==> src/rtl/stl_pkg.sv <==
// Shared types and fixed sizes for the stream table entry locator.
// Assumes level-1 descriptors of 8 bytes and table entries of 64 bytes.
package stl_pkg;
    localparam int DESC_BYTES_LOG2  = 3;
    localparam int ENTRY_BYTES_LOG2 = 6;
    localparam int DESC_W           = 64;
    localparam int SPAN_W           = 5;
    localparam int PTR_HI           = 51;
    localparam int PTR_LO           = 6;

    typedef enum logic [1:0] {
        FLT_NONE      = 2'd0,
        FLT_BAD_SID   = 2'd1,
        FLT_FETCH     = 2'd2,
        FLT_BAD_ENTRY = 2'd3
    } stl_fault_e;

    typedef enum logic [1:0] {
        ST_IDLE  = 2'd0,
        ST_FETCH = 2'd1,
        ST_WAIT  = 2'd2,
        ST_DONE  = 2'd3
    } stl_state_e;
endpackage

==> src/rtl/stl_sid_split.sv <==
// Splits a stream ID at a programmable bit into a level-1 index and a
// level-2 offset, and flags IDs outside the supported range.
// Assumes split values at or above SID_IN_W leave an index of zero.
module stl_sid_split #(
    parameter int SID_IN_W = 24,
    parameter int SID_BITS = 16,
    parameter int SPLIT_W  = 5
) (
    input  logic [SID_IN_W-1:0] sid,
    input  logic [SPLIT_W-1:0]  split,
    output logic [SID_IN_W-1:0] l1_idx,
    output logic [SID_IN_W-1:0] l2_off,
    output logic                out_of_range
);
    // Shift and mask the ID around the split position.
    always_comb begin
        l1_idx       = sid >> split;
        l2_off       = sid & ~({SID_IN_W{1'b1}} << split);
        out_of_range = (sid >> SID_BITS) != '0;
    end
endmodule

==> src/rtl/stl_addr_gen.sv <==
// Forms the linear entry address and the level-1 descriptor address from
// the table base. Assumes ADDR_W is wide enough for the scaled stream ID.
module stl_addr_gen #(
    parameter int ADDR_W   = 48,
    parameter int SID_IN_W = 24
) (
    input  logic [ADDR_W-1:0]   base,
    input  logic [SID_IN_W-1:0] sid,
    input  logic [SID_IN_W-1:0] l1_idx,
    output logic [ADDR_W-1:0]   linear_addr,
    output logic [ADDR_W-1:0]   l1_addr
);
    import stl_pkg::*;
    localparam int PAD_W = ADDR_W - SID_IN_W;

    logic [ADDR_W-1:0] base_al;

    // Align the base and add the scaled index for each layout.
    always_comb begin
        base_al     = {base[ADDR_W-1:ENTRY_BYTES_LOG2], {ENTRY_BYTES_LOG2{1'b0}}};
        linear_addr = base_al + ({{PAD_W{1'b0}}, sid} << ENTRY_BYTES_LOG2);
        l1_addr     = base_al + ({{PAD_W{1'b0}}, l1_idx} << DESC_BYTES_LOG2);
    end
endmodule

==> src/rtl/stl_desc_check.sv <==
// Checks a fetched level-1 descriptor against the level-2 offset and
// forms the entry address. Assumes span in bits [4:0], pointer in [51:6].
module stl_desc_check #(
    parameter int ADDR_W   = 48,
    parameter int SID_IN_W = 24
) (
    input  logic [stl_pkg::DESC_W-1:0] desc,
    input  logic [SID_IN_W-1:0]        l2_off,
    output stl_pkg::stl_fault_e        verdict,
    output logic [ADDR_W-1:0]          entry_addr
);
    import stl_pkg::*;
    localparam int PAD_W = ADDR_W - SID_IN_W;

    logic [SPAN_W-1:0] span;
    logic [ADDR_W-1:0] l2_ptr;

    // Pick the pointer slice that fits the address width.
    generate
        if (ADDR_W > PTR_HI + 1) begin : g_ptr_wide
            assign l2_ptr = {{(ADDR_W-PTR_HI-1){1'b0}}, desc[PTR_HI:PTR_LO], {PTR_LO{1'b0}}};
            logic unused_hi;
            assign unused_hi = ^{desc[DESC_W-1:PTR_HI+1], desc[PTR_LO-1:SPAN_W]};
        end else begin : g_ptr_narrow
            assign l2_ptr = {desc[ADDR_W-1:PTR_LO], {PTR_LO{1'b0}}};
            logic unused_hi;
            assign unused_hi = ^{desc[DESC_W-1:ADDR_W], desc[PTR_LO-1:SPAN_W]};
        end
    endgenerate

    // Judge span and offset, then add the scaled offset to the pointer.
    always_comb begin
        span       = desc[SPAN_W-1:0];
        entry_addr = l2_ptr + ({{PAD_W{1'b0}}, l2_off} << ENTRY_BYTES_LOG2);
        if (span == '0)
            verdict = FLT_BAD_SID;
        else if ((l2_off >> span) != '0)
            verdict = FLT_BAD_ENTRY;
        else
            verdict = FLT_NONE;
    end
endmodule

==> src/rtl/stl_locator.sv <==
// Top of the stream table entry locator: accepts one lookup at a time,
// fetches the level-1 descriptor in two-level mode and returns one result.
// Assumes the memory side answers once per read and only while waiting.
module stl_locator #(
    parameter int ADDR_W   = 48,
    parameter int SID_IN_W = 24,
    parameter int SID_BITS = 16,
    parameter int SPLIT_W  = 5
) (
    input  logic                clk,
    input  logic                rst_n,
    input  logic [ADDR_W-1:0]   cfg_base,
    input  logic [1:0]          cfg_fmt,
    input  logic [SPLIT_W-1:0]  cfg_split,
    input  logic                req_valid,
    input  logic [SID_IN_W-1:0] req_sid,
    output logic                busy,
    output logic                mem_rd_valid,
    output logic [ADDR_W-1:0]   mem_rd_addr,
    input  logic                mem_rsp_valid,
    input  logic                mem_rsp_err,
    input  logic [63:0]         mem_rsp_data,
    output logic                res_valid,
    output logic [1:0]          res_ftype,
    output logic [ADDR_W-1:0]   res_addr
);
    import stl_pkg::*;

    stl_state_e          state_q;
    logic [ADDR_W-1:0]   l1_addr_q;
    logic [SID_IN_W-1:0] off_q;
    stl_fault_e          ftype_q;
    logic [ADDR_W-1:0]   raddr_q;

    logic [SID_IN_W-1:0] l1_idx, l2_off;
    logic                sid_oor;
    logic [ADDR_W-1:0]   linear_addr, l1_addr, entry_addr;
    stl_fault_e          verdict;

    stl_sid_split #(.SID_IN_W(SID_IN_W), .SID_BITS(SID_BITS), .SPLIT_W(SPLIT_W)) split_i (
        .sid(req_sid), .split(cfg_split),
        .l1_idx(l1_idx), .l2_off(l2_off), .out_of_range(sid_oor)
    );

    stl_addr_gen #(.ADDR_W(ADDR_W), .SID_IN_W(SID_IN_W)) addr_i (
        .base(cfg_base), .sid(req_sid), .l1_idx(l1_idx),
        .linear_addr(linear_addr), .l1_addr(l1_addr)
    );

    stl_desc_check #(.ADDR_W(ADDR_W), .SID_IN_W(SID_IN_W)) desc_i (
        .desc(mem_rsp_data), .l2_off(off_q),
        .verdict(verdict), .entry_addr(entry_addr)
    );

    // Lookup sequencer: accept, fetch, wait for response, present result.
    always_ff @(posedge clk) begin
        if (!rst_n) begin
            state_q   <= ST_IDLE;
            l1_addr_q <= '0;
            off_q     <= '0;
            ftype_q   <= FLT_NONE;
            raddr_q   <= '0;
        end else begin
            case (state_q)
                ST_IDLE: begin
                    if (req_valid) begin
                        if (sid_oor) begin
                            ftype_q <= FLT_BAD_SID;
                            raddr_q <= '0;
                            state_q <= ST_DONE;
                        end else if (cfg_fmt == 2'd1) begin
                            l1_addr_q <= l1_addr;
                            off_q     <= l2_off;
                            state_q   <= ST_FETCH;
                        end else begin
                            ftype_q <= FLT_NONE;
                            raddr_q <= linear_addr;
                            state_q <= ST_DONE;
                        end
                    end
                end
                ST_FETCH, ST_WAIT: begin
                    if (mem_rsp_valid) begin
                        state_q <= ST_DONE;
                        if (mem_rsp_err) begin
                            ftype_q <= FLT_FETCH;
                            raddr_q <= l1_addr_q;
                        end else begin
                            ftype_q <= verdict;
                            raddr_q <= (verdict == FLT_NONE) ? entry_addr : '0;
                        end
                    end else begin
                        state_q <= ST_WAIT;
                    end
                end
                default: state_q <= ST_IDLE;
            endcase
        end
    end

    // Drive the port-side views of the sequencer state.
    always_comb begin
        busy         = (state_q != ST_IDLE);
        mem_rd_valid = (state_q == ST_FETCH);
        mem_rd_addr  = l1_addr_q;
        res_valid    = (state_q == ST_DONE);
        res_ftype    = ftype_q;
        res_addr     = raddr_q;
    end
endmodule

==> config.mk <==
export PLATFORM = sky130hd
export DESIGN_NAME = stl_locator
export DESIGN_NICKNAME = d
export VERILOG_FILES = /design/src/rtl/stl_pkg.sv /design/src/rtl/stl_sid_split.sv /design/src/rtl/stl_addr_gen.sv /design/src/rtl/stl_desc_check.sv /design/src/rtl/stl_locator.sv
export SDC_FILE = /design/constraint.sdc
export NUM_CORES = 1
export LEC_CHECK = 0
export BUFFER_PORTS_ARGS = -buffer_cell sky130_fd_sc_hd__buf_2
export CAP_MARGIN = 20
export CORE_ASPECT_RATIO = 1.2
export CORE_MARGIN = 2
export CORE_UTILIZATION = 30
export CTS_CLUSTER_DIAMETER = 150
export DETAILED_ROUTE_END_ITERATION = 16
export GPL_ROUTABILITY_DRIVEN = 0
export GPL_TIMING_DRIVEN = 1
export PLACE_DENSITY_LB_ADDON = 0.05
export SYNTH_ARGS = -nofsm -noshare
export SYNTH_HDL_FRONTEND = slang
export SYNTH_SLANG_ARGS = --single-unit
==> constraint.sdc <==
create_clock -name clk -period 4.79 [get_ports clk]
set_input_delay 0.2395 -clock clk [delete_from_list [all_inputs] [get_ports clk]]
set_output_delay 0.2395 -clock clk [all_outputs]
set_load 0.1 [all_outputs]
# == After elaboration in Yosys (flattened, before gate mapping) ==
# Index checks and enable logic that the tools add are counted.
# classes
muxes,20
eq_ne,7
n_addsub,3
reduce_logical,10
shift,3
n_bitwise,3
# op_table
cell,n
48-bit 2-to-1 mux,6
48-bit by 30-bit adder with 48-bit output,2
48-bit one-hot mux with 2 select lines,1
48-bit by 27-bit adder with 48-bit output,1
24-bit nonzero test,2
24-bit by 5-bit >> shifter with 24-bit output,2
24-bit AND,1
24-bit inverter,1
24-bit by 5-bit left shift with 24-bit output (first input constant),1
2-bit 2-to-1 mux,10
2-bit one-hot mux with 2 select lines,2
4-bit AND reduction,2
5-bit logical NOT,1
2-bit by 1-bit equality test with 1-bit output (second input constant),2
2-bit equality test (second input constant),2
2-bit logical NOT,2
2-bit inequality test (second input constant),2
2-bit nonzero test,2
3-bit inequality test (second input constant),1
2-bit OR reduction,1
1-bit 2-to-1 mux,1
1-bit inverter,1
# word_totals
input_bits,148
out_inout_bits,101
ff_bits,124
elab_cells,51

# == Logic depth before layout (Yosys ltp) ==
# logic_depth
word_depth,9
depth_mapped,20
ltp_nobuf,18

# == Hierarchy ==
# Synthesis repeated with hierarchy kept, for this count alone.
# hier_totals
cells_unflattened,1599
hier_area_um2,12328.1
# modules_own_cells
mod,area_per_inst_um2,instances,seq_area_each_um2,cells_each
stl_locator,5582.9,1,2482.4,654
stl_addr_gen,3253.1,1,0.0,469
stl_desc_check,1994.4,1,0.0,301
stl_sid_split,1497.7,1,0.0,175

# == Least setup slack after synthesis ==
# OpenSTA, ideal clock, no wires.
# synth_path
path_type,input-to-reg
start,input port cfg_split[1]
end,"register l1_addr_q[30], in the netlist mem_rd_addr[30]"
setup_slack_ns,0.635
stages,18
n_path_buf,3
arrival_time_ns,4.029
setup_ns,0.126
path_cell_list,clkbuf_1 > buf_1 > clkbuf_1 > mux4_2 > mux2i_1 > nor2_1 > a31oi_1 > nor2_1 > ha_1 > a21oi_1 > o21ai_0 > a21o_1 > a2111o_1 > o221ai_1 > o211ai_2 > nand2_1 > xor2_1 > o21ai_0
# synth_between
elab_chain_len,2
# synth_rtl
item,line_no,rtl
from (decl),stl_locator.sv:14,"input logic [SPLIT_W-1:0] cfg_split,"
24-bit by 5-bit >> shifter with 24-bit output,stl_sid_split.sv:17,l1_idx = sid >> split;
48-bit by 27-bit adder with 48-bit output,stl_addr_gen.sv:22,"l1_addr = base_al + ({{PAD_W{1'b0}}, l1_idx} << DESC_BYTES_LOG2);"
to (signal assigned),stl_locator.sv:72,l1_addr_q <= l1_addr;
to (decl),stl_locator.sv:30,logic [ADDR_W-1:0] l1_addr_q;
# No other way between the ends.
# A chain may end at the register's enable or synchronous reset.

# == Worst setup path after layout ==
# layout_path
start,input port cfg_split[0]
end,"register l1_addr_q[45], in the netlist mem_rd_addr[45]"
# The elaborated chain is that of the path after synthesis.

==> results.json <==
{
  "crit_required_ps": 5090,
  "grt.total_usage_pct": 24.6,
  "port-buffer-count": 219,
  "fmaxAchievable_ghz": 0.243,
  "rows": 76,
  "detail_route.iter0.violations": 674,
  "ys_warn_count": 0,
  "final_common_cell": "buf_2",
  "cts.reportedPaths.clkPinSlew_ps": 60,
  "clk-insertion-delay-late_ps": 440,
  "critical_path.cell_chain": "buf_2 -> buf_4 -> inv_1 -> and2_1 -> o31a_1 -> o22ai_1 -> o21ai_0 -> inv_1 -> ha_1 -> a211oi_1 -> o21ai_0 -> nand4_1 -> a21oi_1 -> o21ai_0 -> buf_4 -> a21oi_2 -> and3_1 -> xnor2_1 -> a21oi_1",
  "path_class": "primary input to flop",
  "post_synth_inst_count": 1464,
  "initial_utilization_pct": 30.2,
  "design.core.area_sq_um": 35700,
  "cts_repair_resizes": 0,
  "setup.worst_path.start_class": "primary input",
  "grt_antenna_before_repair": 1,
  "wl_per_cell_microns": 22.0,
  "drt_pass1_iterations": 5,
  "die_h_microns": 211,
  "totalWireLength_mm": 46.7,
  "maxCapViolCount": 0,
  "cts_tree": "built",
  "clock_sinks": 118,
  "worstMarginPinSlew_ps": 1120,
  "worst_path_top_cell_family_by_delay": "compound AO/OA/AOI/OAI gates",
  "fin_skew_ps": 8.56,
  "slew-limit-headroom_pct": 25.2,
  "timing.critical_path.to_type": "flop",
  "cts_made_buffers": 17,
  "via_count_of_the_first_global_routing_pass": 10900,
  "synth_top_flop_cell": "dfxtp_1",
  "detail_route.drc_violations": 0,
  "clk_path_buf_depth": 2,
  "gr-total-overflow": 0,
  "final-setup-viol-count": 0,
  "power.static_leakage_nw": 5.53,
  "total_via_count_after_detailed_routing": 11600,
  "ant_nets": 0,
  "synth.avg_cell_area_sq_um": 7.35,
  "post_synth_edffs": 0,
  "report.final.slew_viol_count": 0,
  "fp.dieW_microns": 177,
  "grt_max_degree": 52,
  "cts.htree.levels": 4,
  "mostFrequentLayoutCells": "buf_2, a21oi_1, nand2_1",
  "die_area_sq_um": 37400,
  "layout_cell_share_with_drive_strength_beyond_1_pct": 19.6,
  "worst_min_path_class": "primary input to flop",
  "synth_cell_types": 76,
  "final_core_util_pct": 36.2,
  "hold_viol_final": 0,
  "async_reset_ff_share_pct": 0,
  "critical_path.most_common_cell": "o21ai_0",
  "viasPerCell": 5.46,
  "insertedDiodeCount": 0,
  "finalCritPeriodShare_pct": 85.7,
  "ys_ff_latch": 118,
  "cts-hold-fix-buffers": 0,
  "setup-tns-final_ps": 0,
  "power_per_cell_area_nw_per_um2": 410,
  "ys_seq_area_share_pct": 22.0,
  "cpPeakStageDelay_ps": 450,
  "critPathMaxFanout": 16,
  "root_buffer_selected_by_cts": "clkbuf_16",
  "grt_first_pass_wirelength_mm": 68.7,
  "critPathSlowestCell": "o21ai_0",
  "finalCriticalPeriod_ps": 4110,
  "cts_setup_buffers": 0,
  "worst-path-buf-inv": 5,
  "n_fill_cell": 3933,
  "detailed_place_hpwl_mm": 37.3,
  "finish.net_count": 1865,
  "max-vdd-ir-drop_uv": 334,
  "critPathArrivalTime_ps": 4410,
  "area_growth_pct": 19.8,
  "post_synth_instance_area_sq_um": 10800,
  "io-pin-count": 249,
  "run_status": "completed",
  "rsz_0062_raised_after_global_routing": "no"
}
logic make-up (layout without fill, tap and decap cells):
| group | after synthesis | in the layout | share of synthesized area, % |
|---|---|---|---|
| AND/OR/NAND/NOR | 513 | 513 | 22.4 |
| AO/OA/AOI/OAI | 492 | 492 | 29.2 |
| buffers and inverters | 132 | 318 | 4.94 |
| flip-flops | 118 | 118 | 22.0 |
| XOR/XNOR | 91 | 91 | 7.41 |
| adder cells (fa/ha/maj) | 75 | 75 | 8.93 |
| multiplexers | 42 | 42 | 5.16 |
| other | 1 | 6 | 0.0348 |
synthesized netlist by cell type (all sizes together) (5+ instances only):
cell type  instances  area [sq um]
nor4               6          37.5
dfxtp            118          2360
mux2               8          90.1
o21ai            114           571
a21oi            166           838
mux2i             24           240
buf               22           118
nand4             13          81.3
xnor2             46           403
nand2b            14          87.6
a21o              25           188
xor2              45           394
o22ai             12          75.1
nor3              22           110
inv               38           143
and2              19           119
o211ai            16           125
o31a               9          78.8
or3               17           106
nand3             59           295
nor2b             14          87.6
or2                5          31.3
mux4              10           225
and3              43           269
a31oi             18           128
a21boi             6          45.0
clkbuf            72           272
o21a               9          67.6
nand2            163           614
a41oi              7          68.8
a221oi            16           140
o21bai             7          52.6
o31ai              5          37.5
o22a               8          70.1
a22oi              5          37.5
a211oi            25           188
nor2             127           477
ha                72           901
power breakdown:
part           switching (mW)  total, mW  internal, mW
Sequential              0.101       1.23          1.13
Clock                   0.521       1.26         0.743
Combinational            2.15       2.79         0.649
layout make-up:
type,instances,area [sq um],area share [%]
clock inverters,13,124,0.961
multi-input cells,1219,7910,61.4
flip-flops and latches,118,2360,18.3
well taps,468,586,4.54
clock buffers,19,453,3.51
inverters,38,143,1.11
repair buffers,248,1310,10.2
layer usage:
| layer | part of all wire (%) | vias to the layer above | track usage, % |
|---|---|---|---|
| met2 | 49 | 303 | 42.9 |
| met3 | 3.7 | 42 | 2.98 |
| met1 | 45 | 5513 | 31.9 |
| met5 | 0.017 | - | 0 |
| li1 | - | 5734 | - |
| met4 | 2.0 | 2 | 6.50 |
registers in the layout, summed over array words and instances, names as in the netlist:
name,flops
state_q,2
res_ftype,2
off_q,24
res_addr,45
mem_rd_addr,45
tightest hold or removal path: stages:
cell	delay [ps]
buf_2	110
nand3_1	70
a21oi_1	60
through the flow:
stage	power, mW	hold WS (ps)	setup WS, ps	instance area, sq um	instances
after floorplan	3.33	387	635	10800	1469
after global placement	4.04	441	230	12300	2091
after detailed placement	4.03	442	233	12300	2091
after CTS	5.31	77.8	694	12900	2123
after global routing	5.54	92.9	293	12900	2123
final	5.29	89.5	683	12900	2123
final timing paths:
path	cells past startpoint	slack [ps]	start	endpoint
min	3	90	mem_rsp_valid	state_q[0]
min reg2reg	2	450	res_addr[4]	res_addr[4]
max reg2reg	12	980	off_q[0]	res_addr[44]
max	19	680	cfg_split[0]	mem_rd_addr[45]
(Power assumes the default switching activity.)
